==> config.mk <==
export PLATFORM = sky130hd
export DESIGN_NAME = synth_ctl_decoder
export DESIGN_NICKNAME = d
export VERILOG_FILES = /design/src/rtl/synth_ctl_pkg.sv /design/src/rtl/synth_ctl_latch.sv /design/src/rtl/synth_ctl_mode.sv /design/src/rtl/synth_ctl_decode.sv /design/src/rtl/synth_ctl_decoder.sv
export SDC_FILE = /design/constraint.sdc
export NUM_CORES = 1
export LEC_CHECK = 0
export BUFFER_PORTS_ARGS = -buffer_cell sky130_fd_sc_hd__buf_2
export CAP_MARGIN = 20
export CORE_MARGIN = 4
export CORE_UTILIZATION = 42
export CTS_CLUSTER_DIAMETER = 100
export DETAILED_ROUTE_END_ITERATION = 6
export GPL_ROUTABILITY_DRIVEN = 0
export PLACE_DENSITY = 0.85
export SLEW_MARGIN = 15
export SYNTH_ARGS = -nofsm -noshare
export SYNTH_HDL_FRONTEND = slang
export SYNTH_SLANG_ARGS = --single-unit
==> constraint.sdc <==
create_clock -name clk -period 1 [get_ports clk]
set_clock_uncertainty 0.15 [all_clocks]
set_input_delay 0.15 -clock clk [delete_from_list [all_inputs] [get_ports clk]]
set_output_delay 0.15 -clock clk [all_outputs]
set_load 0.005 [all_outputs]
==> src/rtl/synth_ctl_pkg.sv <==
// Package: shared widths, control-byte bit positions and the test-hook bundle.
// Assumes an 8-bit host byte; bit positions are fixed by the decode rules.
package synth_ctl_pkg;
    localparam int BYTE_W    = 8;
    localparam int MODE_W    = 5;
    localparam int NOTE_W    = 4;
    localparam int LATCH_W   = BYTE_W + 1;

    localparam int B_TEST    = 7;  // test flag
    localparam int B_KS_OFF  = 6;  // key-sync clear
    localparam int B_KS_ON   = 5;  // key-sync set
    localparam int B_BCAST   = 4;  // broadcast / single select (mode bit)
    localparam int B_BGUARD  = 2;  // must be 0 for broadcast (mode bit)
    localparam int B_LOWPH   = 1;  // low-phase select under test (mode bit)
    localparam int B_SEQ     = 0;  // sequencer reset under test (mode bit)

    typedef struct packed {
        logic phase_clr;
        logic scale_off;
        logic outlatch_bypass;
        logic seq_reset;
        logic low_phase_sel;
    } test_hooks_t;
endpackage

==> src/rtl/synth_ctl_latch.sv <==
// Input latch: captures {address bit, byte} on every write and raises a
// one-cycle strobe when the write went to the parameter address.
// Assumes the MSB of din is the address bit.
module synth_ctl_latch #(
    parameter int W = synth_ctl_pkg::LATCH_W
) (
    input  logic         clk,
    input  logic         rst_n,
    input  logic         wr_en,
    input  logic [W-1:0] din,
    output logic [W-1:0] q,
    output logic         pwr
);
    // Capture the write word; hold it between writes.
    always_ff @(posedge clk) begin
        if (!rst_n)     q <= '0;
        else if (wr_en) q <= din;
    end

    // Strobe for the cycle after each parameter-address write.
    always_ff @(posedge clk) begin
        if (!rst_n) pwr <= 1'b0;
        else        pwr <= wr_en & din[W-1];
    end

    assert_capture_R1: assert property (@(posedge clk) disable iff (!rst_n)
        wr_en |=> (q == $past(din)));
    assert_hold_R11: assert property (@(posedge clk) disable iff (!rst_n)
        !wr_en |=> $stable(q));
    assert_strobe_R9: assert property (@(posedge clk) disable iff (!rst_n)
        (wr_en && din[W-1]) |=> pwr);
endmodule

==> src/rtl/synth_ctl_mode.sv <==
// Mode state: a five-bit mode register, the test flag and the persistent
// key-sync flag. Only a control-address write (ld) may change any of them.
module synth_ctl_mode
    import synth_ctl_pkg::*;
#(
    parameter int BW = BYTE_W,
    parameter int MW = MODE_W
) (
    input  logic          clk,
    input  logic          rst_n,
    input  logic          ld,
    input  logic [BW-1:0] byte_in,
    output logic [MW-1:0] mode_q,
    output logic          test_q,
    output logic          ks_q
);
    // Mode bits and test flag reload from each control byte.
    always_ff @(posedge clk) begin
        if (!rst_n) begin
            mode_q <= '0;
            test_q <= 1'b0;
        end else if (ld) begin
            mode_q <= byte_in[MW-1:0];
            test_q <= byte_in[B_TEST];
        end
    end

    // Key-sync flag: clear beats set, otherwise keep.
    always_ff @(posedge clk) begin
        if (!rst_n)                      ks_q <= 1'b0;
        else if (ld && byte_in[B_KS_OFF]) ks_q <= 1'b0;
        else if (ld && byte_in[B_KS_ON])  ks_q <= 1'b1;
    end

    assert_mode_only_ctl_R2: assert property (@(posedge clk) disable iff (!rst_n)
        !ld |=> ($stable(mode_q) && $stable(test_q) && $stable(ks_q)));
    assert_ks_clear_wins_R3: assert property (@(posedge clk) disable iff (!rst_n)
        (ld && byte_in[B_KS_OFF]) |=> !ks_q);
    assert_ks_keep_R3: assert property (@(posedge clk) disable iff (!rst_n)
        (ld && !byte_in[B_KS_OFF] && !byte_in[B_KS_ON]) |=> $stable(ks_q));
endmodule

==> src/rtl/synth_ctl_decode.sv <==
// Combinational decode of mode state into update-target levels and test hooks.
// Assumes mode_q holds control-byte bits [MW-1:0] and test_q holds bit 7.
module synth_ctl_decode
    import synth_ctl_pkg::*;
#(
    parameter int MW = MODE_W,
    parameter int NW = NOTE_W
) (
    input  logic [MW-1:0] mode_q,
    input  logic          test_q,
    output logic          bcast,
    output logic          single,
    output logic [NW-1:0] note,
    output test_hooks_t   hooks
);
    // Update-target select: only meaningful outside test mode.
    always_comb begin
        bcast  = !test_q && mode_q[B_BCAST] && !mode_q[B_BGUARD];
        single = !test_q && !mode_q[B_BCAST];
        note   = mode_q[NW-1:0];
    end

    // Test hooks: bit 7 gates every hook.
    always_comb begin
        hooks.phase_clr       = test_q;
        hooks.scale_off       = test_q;
        hooks.outlatch_bypass = test_q;
        hooks.seq_reset       = test_q && mode_q[B_SEQ];
        hooks.low_phase_sel   = test_q && mode_q[B_LOWPH];
    end
endmodule

==> src/rtl/synth_ctl_decoder.sv <==
// Top: host write port of the sound-generator core. Latches each write,
// keeps the mode state and drives the parameter-store and test control lines.
// Assumes inputs are synchronous to clk and stable around the rising edge.
module synth_ctl_decoder
    import synth_ctl_pkg::*;
(
    input  logic              clk,
    input  logic              rst_n,
    input  logic              wr_en,
    input  logic              addr_sel,
    input  logic [BYTE_W-1:0] wr_data,
    output logic              param_wr,
    output logic [BYTE_W-1:0] param_data,
    output logic              latched_addr,
    output logic              key_sync,
    output logic              bcast_mode,
    output logic              single_mode,
    output logic [NOTE_W-1:0] note_idx,
    output logic              phase_clr,
    output logic              scale_off,
    output logic              outlatch_bypass,
    output logic              seq_reset,
    output logic              low_phase_sel
);
    logic [LATCH_W-1:0] lat_q;
    logic [MODE_W-1:0]  mode_q;
    logic               test_q;
    test_hooks_t        hooks;

    synth_ctl_latch #(.W(LATCH_W)) u_latch (
        .clk   (clk),
        .rst_n (rst_n),
        .wr_en (wr_en),
        .din   ({addr_sel, wr_data}),
        .q     (lat_q),
        .pwr   (param_wr)
    );

    synth_ctl_mode #(.BW(BYTE_W), .MW(MODE_W)) u_mode (
        .clk     (clk),
        .rst_n   (rst_n),
        .ld      (wr_en && !addr_sel),
        .byte_in (wr_data),
        .mode_q  (mode_q),
        .test_q  (test_q),
        .ks_q    (key_sync)
    );

    synth_ctl_decode #(.MW(MODE_W), .NW(NOTE_W)) u_dec (
        .mode_q (mode_q),
        .test_q (test_q),
        .bcast  (bcast_mode),
        .single (single_mode),
        .note   (note_idx),
        .hooks  (hooks)
    );

    // Present the latch and the hook bundle on plain ports.
    always_comb begin
        param_data      = lat_q[BYTE_W-1:0];
        latched_addr    = lat_q[LATCH_W-1];
        phase_clr       = hooks.phase_clr;
        scale_off       = hooks.scale_off;
        outlatch_bypass = hooks.outlatch_bypass;
        seq_reset       = hooks.seq_reset;
        low_phase_sel   = hooks.low_phase_sel;
    end

    assert_target_excl_R5: assert property (@(posedge clk) disable iff (!rst_n)
        $onehot0({bcast_mode, single_mode}));
    assert_test_blocks_R6: assert property (@(posedge clk) disable iff (!rst_n)
        phase_clr |-> (!bcast_mode && !single_mode));
    assert_seq_in_test_R7: assert property (@(posedge clk) disable iff (!rst_n)
        seq_reset |-> (phase_clr && scale_off && outlatch_bypass));
    assert_lowph_in_test_R8: assert property (@(posedge clk) disable iff (!rst_n)
        low_phase_sel |-> phase_clr);
    assert_strobe_cause_R9: assert property (@(posedge clk) disable iff (!rst_n)
        param_wr |-> $past(wr_en && addr_sel));
    assert_ctl_write_no_strobe_R9: assert property (@(posedge clk) disable iff (!rst_n)
        (wr_en && !addr_sel) |=> !param_wr);
endmodule

* After elaboration in Yosys (flattened, before gate mapping)
Index checks and enable logic that the tools add are counted.
Cells by class: reduce and logical (&&, ||, !) cells 13, bitwise operators 2
Operators with widths (count):
- logical AND 1 bit | 8
- zero test 1 bit | 4
- OR reduction 2 bit | 1
- bitwise AND 1 bit | 1
- inverter 1 bit | 1
Storage, ports and cells: word-level logic and storage cells 20, bits in registers 17, output and inout port bits 22, bits of input ports 12

* Longest topological paths before layout
Gate-level depths: netlist of the first run.
word-level depth 4, mapped depth 4, gate-level depth less buffers 3

* Cells and area by module
Synthesis of the first run repeated with hierarchy kept, for this count alone.
Unflattened totals: cells, all modules 65, area total of the unflattened synthesis 719.4 um2
By module, submodules not included:
- synth_ctl_latch | instances 1, area an instance 365.4 um2, cells each 30
- synth_ctl_mode | instances 1, area an instance 259.0 um2, cells each 23
- synth_ctl_decode | instances 1, area an instance 81.3 um2, cells each 11
- synth_ctl_decoder | instances 1, area an instance 13.8 um2, cells each 1

* Worst setup path before layout of the first run
No wires, ideal clock.
path kind flip-flop to output port, from reg u_mode.test_q, to out bcast_mode, path buffers 0, setup slack 0.129 ns, stages on the path, launching flop included 2, data required time 0.700 ns, arrival time 0.571 ns, cell sequence dfxtp_1 > nor3b_1
Between the ends: cells in the longest elaborated chain, start to end 3
RTL lines:
- start, declared | line synth_ctl_mode.sv:14 | output logic test_q,
- start signal, assigned | line synth_ctl_mode.sv:24 | test_q <= byte_in[B_TEST];
- zero test 1 bit | line synth_ctl_decode.sv:18 | bcast = !test_q && mode_q[B_BCAST] && !mode_q[B_BGUARD];
- logical AND 1 bit (2 in a row) | line synth_ctl_decode.sv:18
- end, declared | line synth_ctl_decoder.sv:16 | output logic bcast_mode,
No other way between the ends.

* Worst setup path in the final report of the first run
Ends and elaborated chain as after synthesis.

==> results of run 1 <==
-- through the flow --
step / cells / power, mW
floorplan: 72 / 0.8470
global placement: 117 / 0.9259
detailed placement: 117 / 0.9306
CTS: 133 / 1.335
global route: 132 / 1.425
finish: 132 / 1.344
-- worst paths after layout --
| check | startpoint | cells past startpoint | slack (ns) | to |
|---|---|---|---|---|
| setup / recovery | u_mode.test_q | 2 | -0.23 | bcast_mode |
| hold / removal | addr_sel | 2 | 0.02 | u_latch.pwr |
| setup reg to reg | u_mode.ks_q | 3 | 0.13 | u_mode.ks_q |
| hold reg to reg | u_mode.mode_q[1] | 2 | 0.32 | u_mode.mode_q[1] |
-- routing by layer --
layer / up-vias / global-route usage [%]
li1: 315 / -
met3: 4 / 4.135
met2: 25 / 29.82
met4: 0 / 5.914
met1: 293 / 17.12
met5: - / 0
-- synthesized netlist by cell type, drive strengths merged --
library cell	instances	area share, %
nor2b	1	0.93
buf	9	9.7
and2	2	1.9
inv	1	0.56
mux2i	9	13
nand2	12	6.7
dfxtp	17	51
nor3b	1	1.1
a211oi	1	1.9
nor2	10	5.6
and3	1	0.93
a21oi	7	5.8
nand2b	1	0.93
-- state kept, by name, indices dropped and copies added (netlist names) --
register / count
u_latch.q: 9
u_mode.mode_q: 5
u_latch.pwr: 1
u_mode.ks_q: 1
u_mode.test_q: 1
-- worst max-delay path: stages, from the launching register on --
cell and delay, ns:
dfxtp_4 0.37, nor3b_2 0.15, buf_2 0.13
-- repair_timing --
item / in CTS / in global routing
pin swaps: 2 / 3
endpoints found under the setup margin: 22 / 24
hold buffers: 10 / 0
buffers inserted: 2 / 1
endpoints found under the hold margin: 17 / 0
gates resized for setup: 17 / 9
-- cells by family after synthesis --
| group | Yosys count |
|---|---|
| mux | 9 |
| flops | 17 |
| compound gates | 8 |
| simple gates | 28 |
| buf+inv | 10 |
-- report_power, final --
part	switching, mW	total (mW)	internal, mW
registers	0.0234	0.741	0.718
clock network	0.209	0.364	0.155
logic	0.0955	0.239	0.143
-- final cells by class --
| class | instances | area share (%) |
|---|---|---|
| timing repair buffer | 49 | 34.91 |
| inverter | 1 | 0.3550 |
| sequential | 17 | 34.32 |
| clock buffer | 4 | 2.485 |
| multi-input combinational | 45 | 26.04 |
| tap | 16 | 1.893 |
==> qor.csv, run 1 <==
metric,value,unit
status,"finished, violations left",
failing checks,negative setup slack,
Final Hold Viols,0,
PortBufs,33,
via density per instance,4.826,
vias in the first global route,622,
Final Cycle Share,123.2,%
simple-gate area share of the yosys netlist,18.06,%
sequential fraction of the synthesis area,50.65,%
detailed-route via count,637,
Synth Net Count,84,
CTS tree,built,
Max clock buf depth,2,
highest routed layer,met4,
initial core utilization,44.60,%
Root Driver,clkbuf_4,
final wirelength,1595,um
average footprint of a synthesized cell,9.332,um^2
Antenna Nets Post-Route,0,
max cap viols,0,
Filler cells,124,
mux contribution to synthesized area,13.41,%
worst path required time,0.70,ns
number of remaining DRC errors,0,
first-pass GRT wire length,2622,um
Multi-input gate area,275.3,um^2
Adder-Cell Fraction of Synth Area,0,%
worst setup margin,-0.2321,ns
largest family of logic cells by synthesized area,simple AND/OR/NAND/NOR gates,
initial antenna violation count,0,
Mapped Area,671.9,um^2
H-Tree Level Count,1,
initial DRC count,2,
RSZ-0062 raised after global routing,yes,
CTS buffer count,3,
worst-path fanout max,6,
WHS,0.02416,ns
Routed met1 length,611,um
critical path endpoint category,primary output,
# setup viols final,22,
Post-Synthesis Cells,72,
gr ovfl total,0,
Finished Core Util,70.18,%
CP Data Arrival Time,0.93,ns
Leakage,0.5240,nW
pre-CTS WS,-0.07670,ns
clock-pin slew on the worst setup and hold paths,0.10,ns
met3 wire length,114,um
maximum vdd ir drop,0.0009355,V
final worst path period need,1.232,ns
Max-slew headroom,84.71,%
Yosys cell types,15,
First-pass DRT Iterations,4,
TNS Setup,-1.851,ns
HP Class,input port to flop,
Final Slew Violations,0,
row count,14,
Reg area,362.8,um^2
xor and xnor area share after synthesis,0,%
Peak Freq,811.6,MHz
critical path class,flop to primary output,
pwr dens,1271,nW/um^2
metal2 WL,843,um
CP startpoint kind,flop,
final instance area,1057,um^2
DP Area,842.1,um^2
post-DP HPWL,1064,um
worst-skew pair later-pin latency,0.28,ns
share of layout cells above drive strength 1,52.59,%
Synth Area in Compound Gates,7.635,%
largest net degree at the start of global routing,17,
Die W,48.00,um
flip-flop and latch count after synthesis,17,
worst slew pin tran,0.2294,ns
GRT Total Usage,16.05,%
Floorplan Core Area,1506,um^2
Ports,34,
synth warn,0,
Die Ht,48.00,um
die area,2304,um^2
NumNets Final,129,
Inserted Diodes,0,
wire per inst,12.08,um
Layout area overhead,57.36,%
"commonest non-fill, non-tap cells in the layout","25 x buf_2, 15 x dfxtp_2, 12 x nand2_1",
Clock Sinks,17,
"commonest non-fill, non-tap cell in the layout",buf_2,
Power figures use the tool's default switching activity.
==> inputs of run 2 (changes only) <==
Settings changed: CORE_MARGIN 4 to default.
==> run 2 against run 1 <==
The run still ends with negative setup slack left. Final area down 2.1%. Non-clock buffer count up 1. Sequential cell count unchanged. Highest routed layer unchanged. Critical path depth unchanged. Worst hold slack better by 0.061 ns. Clock-buffer cell count down 1. Power down 1.2%. Sequential share of layout area up 0.63 points. Clock power down 2%. Global-route usage up 1.9 points. Combinational power down 3%.
==> qor.csv, run 2 (synthesis results as in run 1) <==
metric,value,unit
"commonest non-fill, non-tap cell in the layout",buf_2,
CP startpoint kind,flop,
Antenna Nets Post-Route,0,
final wirelength,1513,um
Max-slew headroom,85.46,%
WHS,0.08518,ns
Floorplan Core Area,1506,um^2
Final Slew Violations,0,
crit-path max cell delay,0.38,ns
GRT Total Usage,17.93,%
Max clock buf depth,2,
Largest Register,u_latch.q,
PortBufs,33,
Leakage,0.5286,nW
largest registers,"u_latch.q: 9 flops, u_mode.mode_q: 5 flops",
vias in the first global route,577,
post-DP HPWL,1097,um
Filler cells,131,
First-pass DRT Iterations,4,
Worst R2R Setup Slack,0.08,ns
HP Class,input port to flop,
worst setup margin,-0.2293,ns
via density per instance,4.737,
initial DRC count,7,
maximum vdd ir drop,0.0008632,V
failing checks,negative setup slack,
Final Hold Viols,0,
max cap viols,0,
CTS tree,built,
row count,14,
Reg area,361.6,um^2
max FFs per register,9,
Crit path max-delay family,flip-flops,
CP max stage cell,dfxtp_4,
wire per inst,11.38,um
# setup viols final,21,
CTS buffer count,3,
pwr dens,1283,nW/um^2
first-pass GRT wire length,2415,um
Multi-input gate area,267.8,um^2
largest net degree at the start of global routing,11,
Worst Setup SP,u_mode.test_q,
worst slew pin tran,0.2181,ns
initial antenna violation count,0,
critical path class,flop to primary output,
die area,1764,um^2
NumNets Final,130,
Root Driver,clkbuf_4,
Worst path depth,2,
gr ovfl total,0,
clock-pin slew on the worst setup and hold paths,0.10,ns
initial core utilization,44.60,%
worst-path fanout max,8,
Peak Freq,813.5,MHz
final worst path period need,1.229,ns
H-Tree Level Count,1,
worst setup path endpoint,bcast_mode,
worst reg2reg path depth,3,
worst path required time,0.70,ns
critical path endpoint category,primary output,
Inserted Diodes,0,
detailed-route via count,630,
"commonest non-fill, non-tap cells in the layout","27 x buf_2, 14 x dfxtp_2, 12 x nand2_1",
cells along the critical path,nor3b_2 > buf_2,
r2r startpoint,u_latch.q[8],
CP Data Arrival Time,0.93,ns
r2r endpoint,u_latch.q[8],
number of remaining DRC errors,0,
TNS Setup,-1.537,ns
Die Ht,42.00,um
Final Cycle Share,122.9,%
"Buf+Inv Stages, Crit Path",1,
RSZ-0062 raised after global routing,yes,
share of layout cells above drive strength 1,53.85,%
status,"finished, violations left",
Ports,34,
Layout area overhead,54.00,%
Clock Sinks,17,
worst-skew pair later-pin latency,0.28,ns
Die W,42.00,um
run 2: timing repair:
action                                 CTS  global route
resized for setup                       17             3
setup endpoints to repair               22            25
endpoints found under the hold margin   16             0
pin swaps                                2             5
hold buffers                             9             0
buffers inserted                         2             2
run 2: per-stage QoR:
step | utilization (%) | setup slack [ns] | area, um^2 | total power, mW | instances
3_3_place_gp | 56.89 | -0.03754 | 857.1 | 0.9294 | 119
5_1_grt | 68.69 | -0.2676 | 1035 | 1.400 | 133
2_1_floorplan | - | 0.1286 | 671.9 | 0.8470 | 72
3_5_place_dp | 56.89 | -0.09737 | 857.1 | 0.9380 | 119
4_1_cts | 67.44 | -0.2418 | 1016 | 1.334 | 134
6_report | 68.69 | -0.2293 | 1035 | 1.328 | 133
run 2: area by class of cell:
type	instances	area share, %
timing repair buffer	50	34.22
inverter	1	0.3628
sequential	17	34.95
multi-input combinational	45	25.88
tap	16	1.935
clock inverter	1	0.4837
clock buffer	3	2.177
run 2: routing by layer:
metal	vias up	part of all wire (%)	GRT usage, %
li1	316	-	-
met1	290	42	20.44
met2	22	53	33.75
met3	2	4.0	3.017
met4	0	0.66	5.161
met5	-	0	0
run 2: worst min path at each step:
stage               start          end  cells past startpoint  slack [ns]
6_report            rst_n  u_mode.ks_q                      4        0.09
5_1_grt          addr_sel  u_latch.pwr                      3        0.09
4_1_cts             rst_n  u_mode.ks_q                      4        0.08
3_5_place_dp   wr_data[6]  u_mode.ks_q                      2        0.21
3_3_place_gp   wr_data[6]  u_mode.ks_q                      2        0.20
2_1_floorplan  wr_data[6]  u_mode.ks_q                      1        0.09
run 2: power breakdown:
part           internal (mW)  switching [mW]  leakage (nW)
clock                  0.148           0.208        0.0177
sequential             0.717          0.0229         0.146
combinational          0.138          0.0932         0.365
total                   1.00           0.324         0.529
run 2: tightest hold or removal path, cell delays in order:
cell	delay, ns
buf_2	0.10
inv_1	0.06
buf_4	0.14
a211oi_2	0.04
==> inputs of run 3 (changes only) <==
Settings changed: CELL_PAD_IN_SITES_DETAIL_PLACEMENT from default to 0, CELL_PAD_IN_SITES_GLOBAL_PLACEMENT from default to 1, CORE_ASPECT_RATIO from default to 0.75, CORE_UTILIZATION 42 to 27, PLACE_DENSITY 0.85 to 0.81, SLEW_MARGIN 15 to 20.
Clock period 1 ns to 1.08 ns, I/O delays scaled along.
==> run 3 against run 2 <==
The flow still finishes with violations (negative setup slack). Final cell count rose by 12%. Combinational power fell by 10%. Sequential share of layout area fell by 0.21 points. Power shrank 7.2%. Sequential cell count stayed put. Register-to-register slack improved by 0.14 ns. Clock-buffer cell count unchanged. Core utilization down 24 points. Final area rose by 0.60%. Via count up 0.95%. Largest power group unchanged. Highest routed layer is now met3.
==> qor.csv, run 3 (synthesis results as in run 1) <==
metric,value,unit
worst reg2reg path depth,3,
Floorplan Core Area,2327,um^2
CTS tree,built,
CP Data Arrival Time,0.94,ns
Die W,59.60,um
Ports,34,
dpl cells,133,
Largest Register,u_latch.q,
PortBufs,33,
critical path class,flop to primary output,
Final Hold Viols,0,
crit-path max cell delay,0.38,ns
failing checks,negative setup slack,
CTS buffer count,3,
Die Ht,45.20,um
pwr dens,1183,nW/um^2
worst-skew pair later-pin latency,0.29,ns
GRT Total Usage,11.62,%
Max-slew headroom,85.08,%
wire per inst,10.66,um
# setup viols final,7,
Worst R2R Setup Slack,0.22,ns
H-Tree Level Count,1,
worst-path fanout max,6,
pre-CTS WS,-0.01763,ns
"commonest non-fill, non-tap cells in the layout","32 x buf_2, 14 x dfxtp_2, 12 x nand2_1",
final instance area,1041,um^2
TNS Setup,-1.046,ns
vias in the first global route,544,
initial DRC count,11,
Clock Sinks,17,
Leakage,0.5286,nW
hold path startpoint,wr_en,
HP Class,input port to flop,
"Buf+Inv Stages, Crit Path",1,
max cap viols,0,
Antenna Nets Post-Route,0,
fin cells,149,
"commonest non-fill, non-tap cell in the layout",buf_2,
worst setup margin,-0.1699,ns
r2r endpoint,u_mode.ks_q,
status,"finished, violations left",
RSZ-0062 raised after global routing,yes,
CP max stage cell,dfxtp_4,
CP startpoint kind,flop,
Max clock buf depth,2,
final worst path period need,1.250,ns
NumNets Final,128,
Finished Core Util,44.73,%
Layout area overhead,54.94,%
final wirelength,1589,um
r2r startpoint,u_mode.ks_q,
first-pass GRT wire length,2277,um
Root Driver,clkbuf_4,
post-DP HPWL,1064,um
worst path required time,0.77,ns
Final Slew Violations,0,
largest registers,"u_latch.q: 9 flops, u_mode.mode_q: 5 flops",
Inserted Diodes,0,
maximum vdd ir drop,0.0004351,V
clock-pin slew on the worst setup and hold paths,0.10,ns
initial core utilization,28.87,%
share of layout cells above drive strength 1,53.04,%
number of remaining DRC errors,0,
detailed-route via count,636,
max FFs per register,9,
Peak Freq,800.1,MHz
die area,2694,um^2
DP Area,849.6,um^2
First-pass DRT Iterations,2,
row count,15,
Hold EP,u_latch.q[4],
gr ovfl total,0,
Hold Path Depth,3,
largest net degree at the start of global routing,17,
cells along the critical path,nor3b_2 > buf_2,
Crit path max-delay family,flip-flops,
WHS,0.07546,ns
overall power,1.232,mW
worst slew pin tran,0.2238,ns
Final Cycle Share,115.7,%
initial antenna violation count,0,
via density per instance,4.268,
critical path endpoint category,primary output,
Worst Setup SP,u_mode.test_q,
-- run 3: power by group --
| part | total, mW | switching [mW] | internal (mW) |
|---|---|---|---|
| clock network | 0.341 | 0.203 | 0.138 |
| registers | 0.684 | 0.0196 | 0.664 |
| logic | 0.207 | 0.0875 | 0.120 |
| total | 1.23 | 0.310 | 0.922 |
-- run 3: worst max-delay path by stage --
| stage | slack (ns) | end | cells past startpoint |
|---|---|---|---|
| after floorplan | 0.20 | bcast_mode | 1 |
| after global placement | 0.03 | u_mode.ks_q | 5 |
| after detailed placement | -0.02 | u_mode.ks_q | 5 |
| after CTS | -0.20 | bcast_mode | 2 |
| after global routing | -0.24 | bcast_mode | 2 |
| final | -0.17 | bcast_mode | 2 |
-- run 3: cell type report --
class | count | area (um^2)
clock buffer | 3 | 22.52
clock inverter | 1 | 5.005
fill | 266 | 1286
inverter | 1 | 3.754
multi-input combinational | 45 | 267.8
sequential | 17 | 361.6
tap | 34 | 42.54
timing repair buffer | 48 | 337.8
-- run 3: what timing repair did --
| item | 4_1_cts | 5_1_grt |
|---|---|---|
| endpoints found under the hold margin | 17 | 0 |
| pin swaps | 2 | 2 |
| buffers inserted | 1 | 1 |
| endpoints found under the setup margin | 15 | 26 |
| gates cloned | 0 | 1 |
| hold buffers | 10 | 0 |
| gates resized for setup | 10 | 9 |
-- run 3: worst min-delay path, cell delays in order --
cell and delay (ns):
buf_2 0.15, mux2i_1 0.09, nor2_1 0.08
-- run 3: metal layers --
metal	GRT usage (%)	wire, um	part of all wire (%)	up-vias
met3	5.158	99	6.2	0
met5	0	0	0	-
met2	19.55	686	43	24
met1	14.24	803	51	298
li1	-	-	-	314
met4	1.395	0	0	0
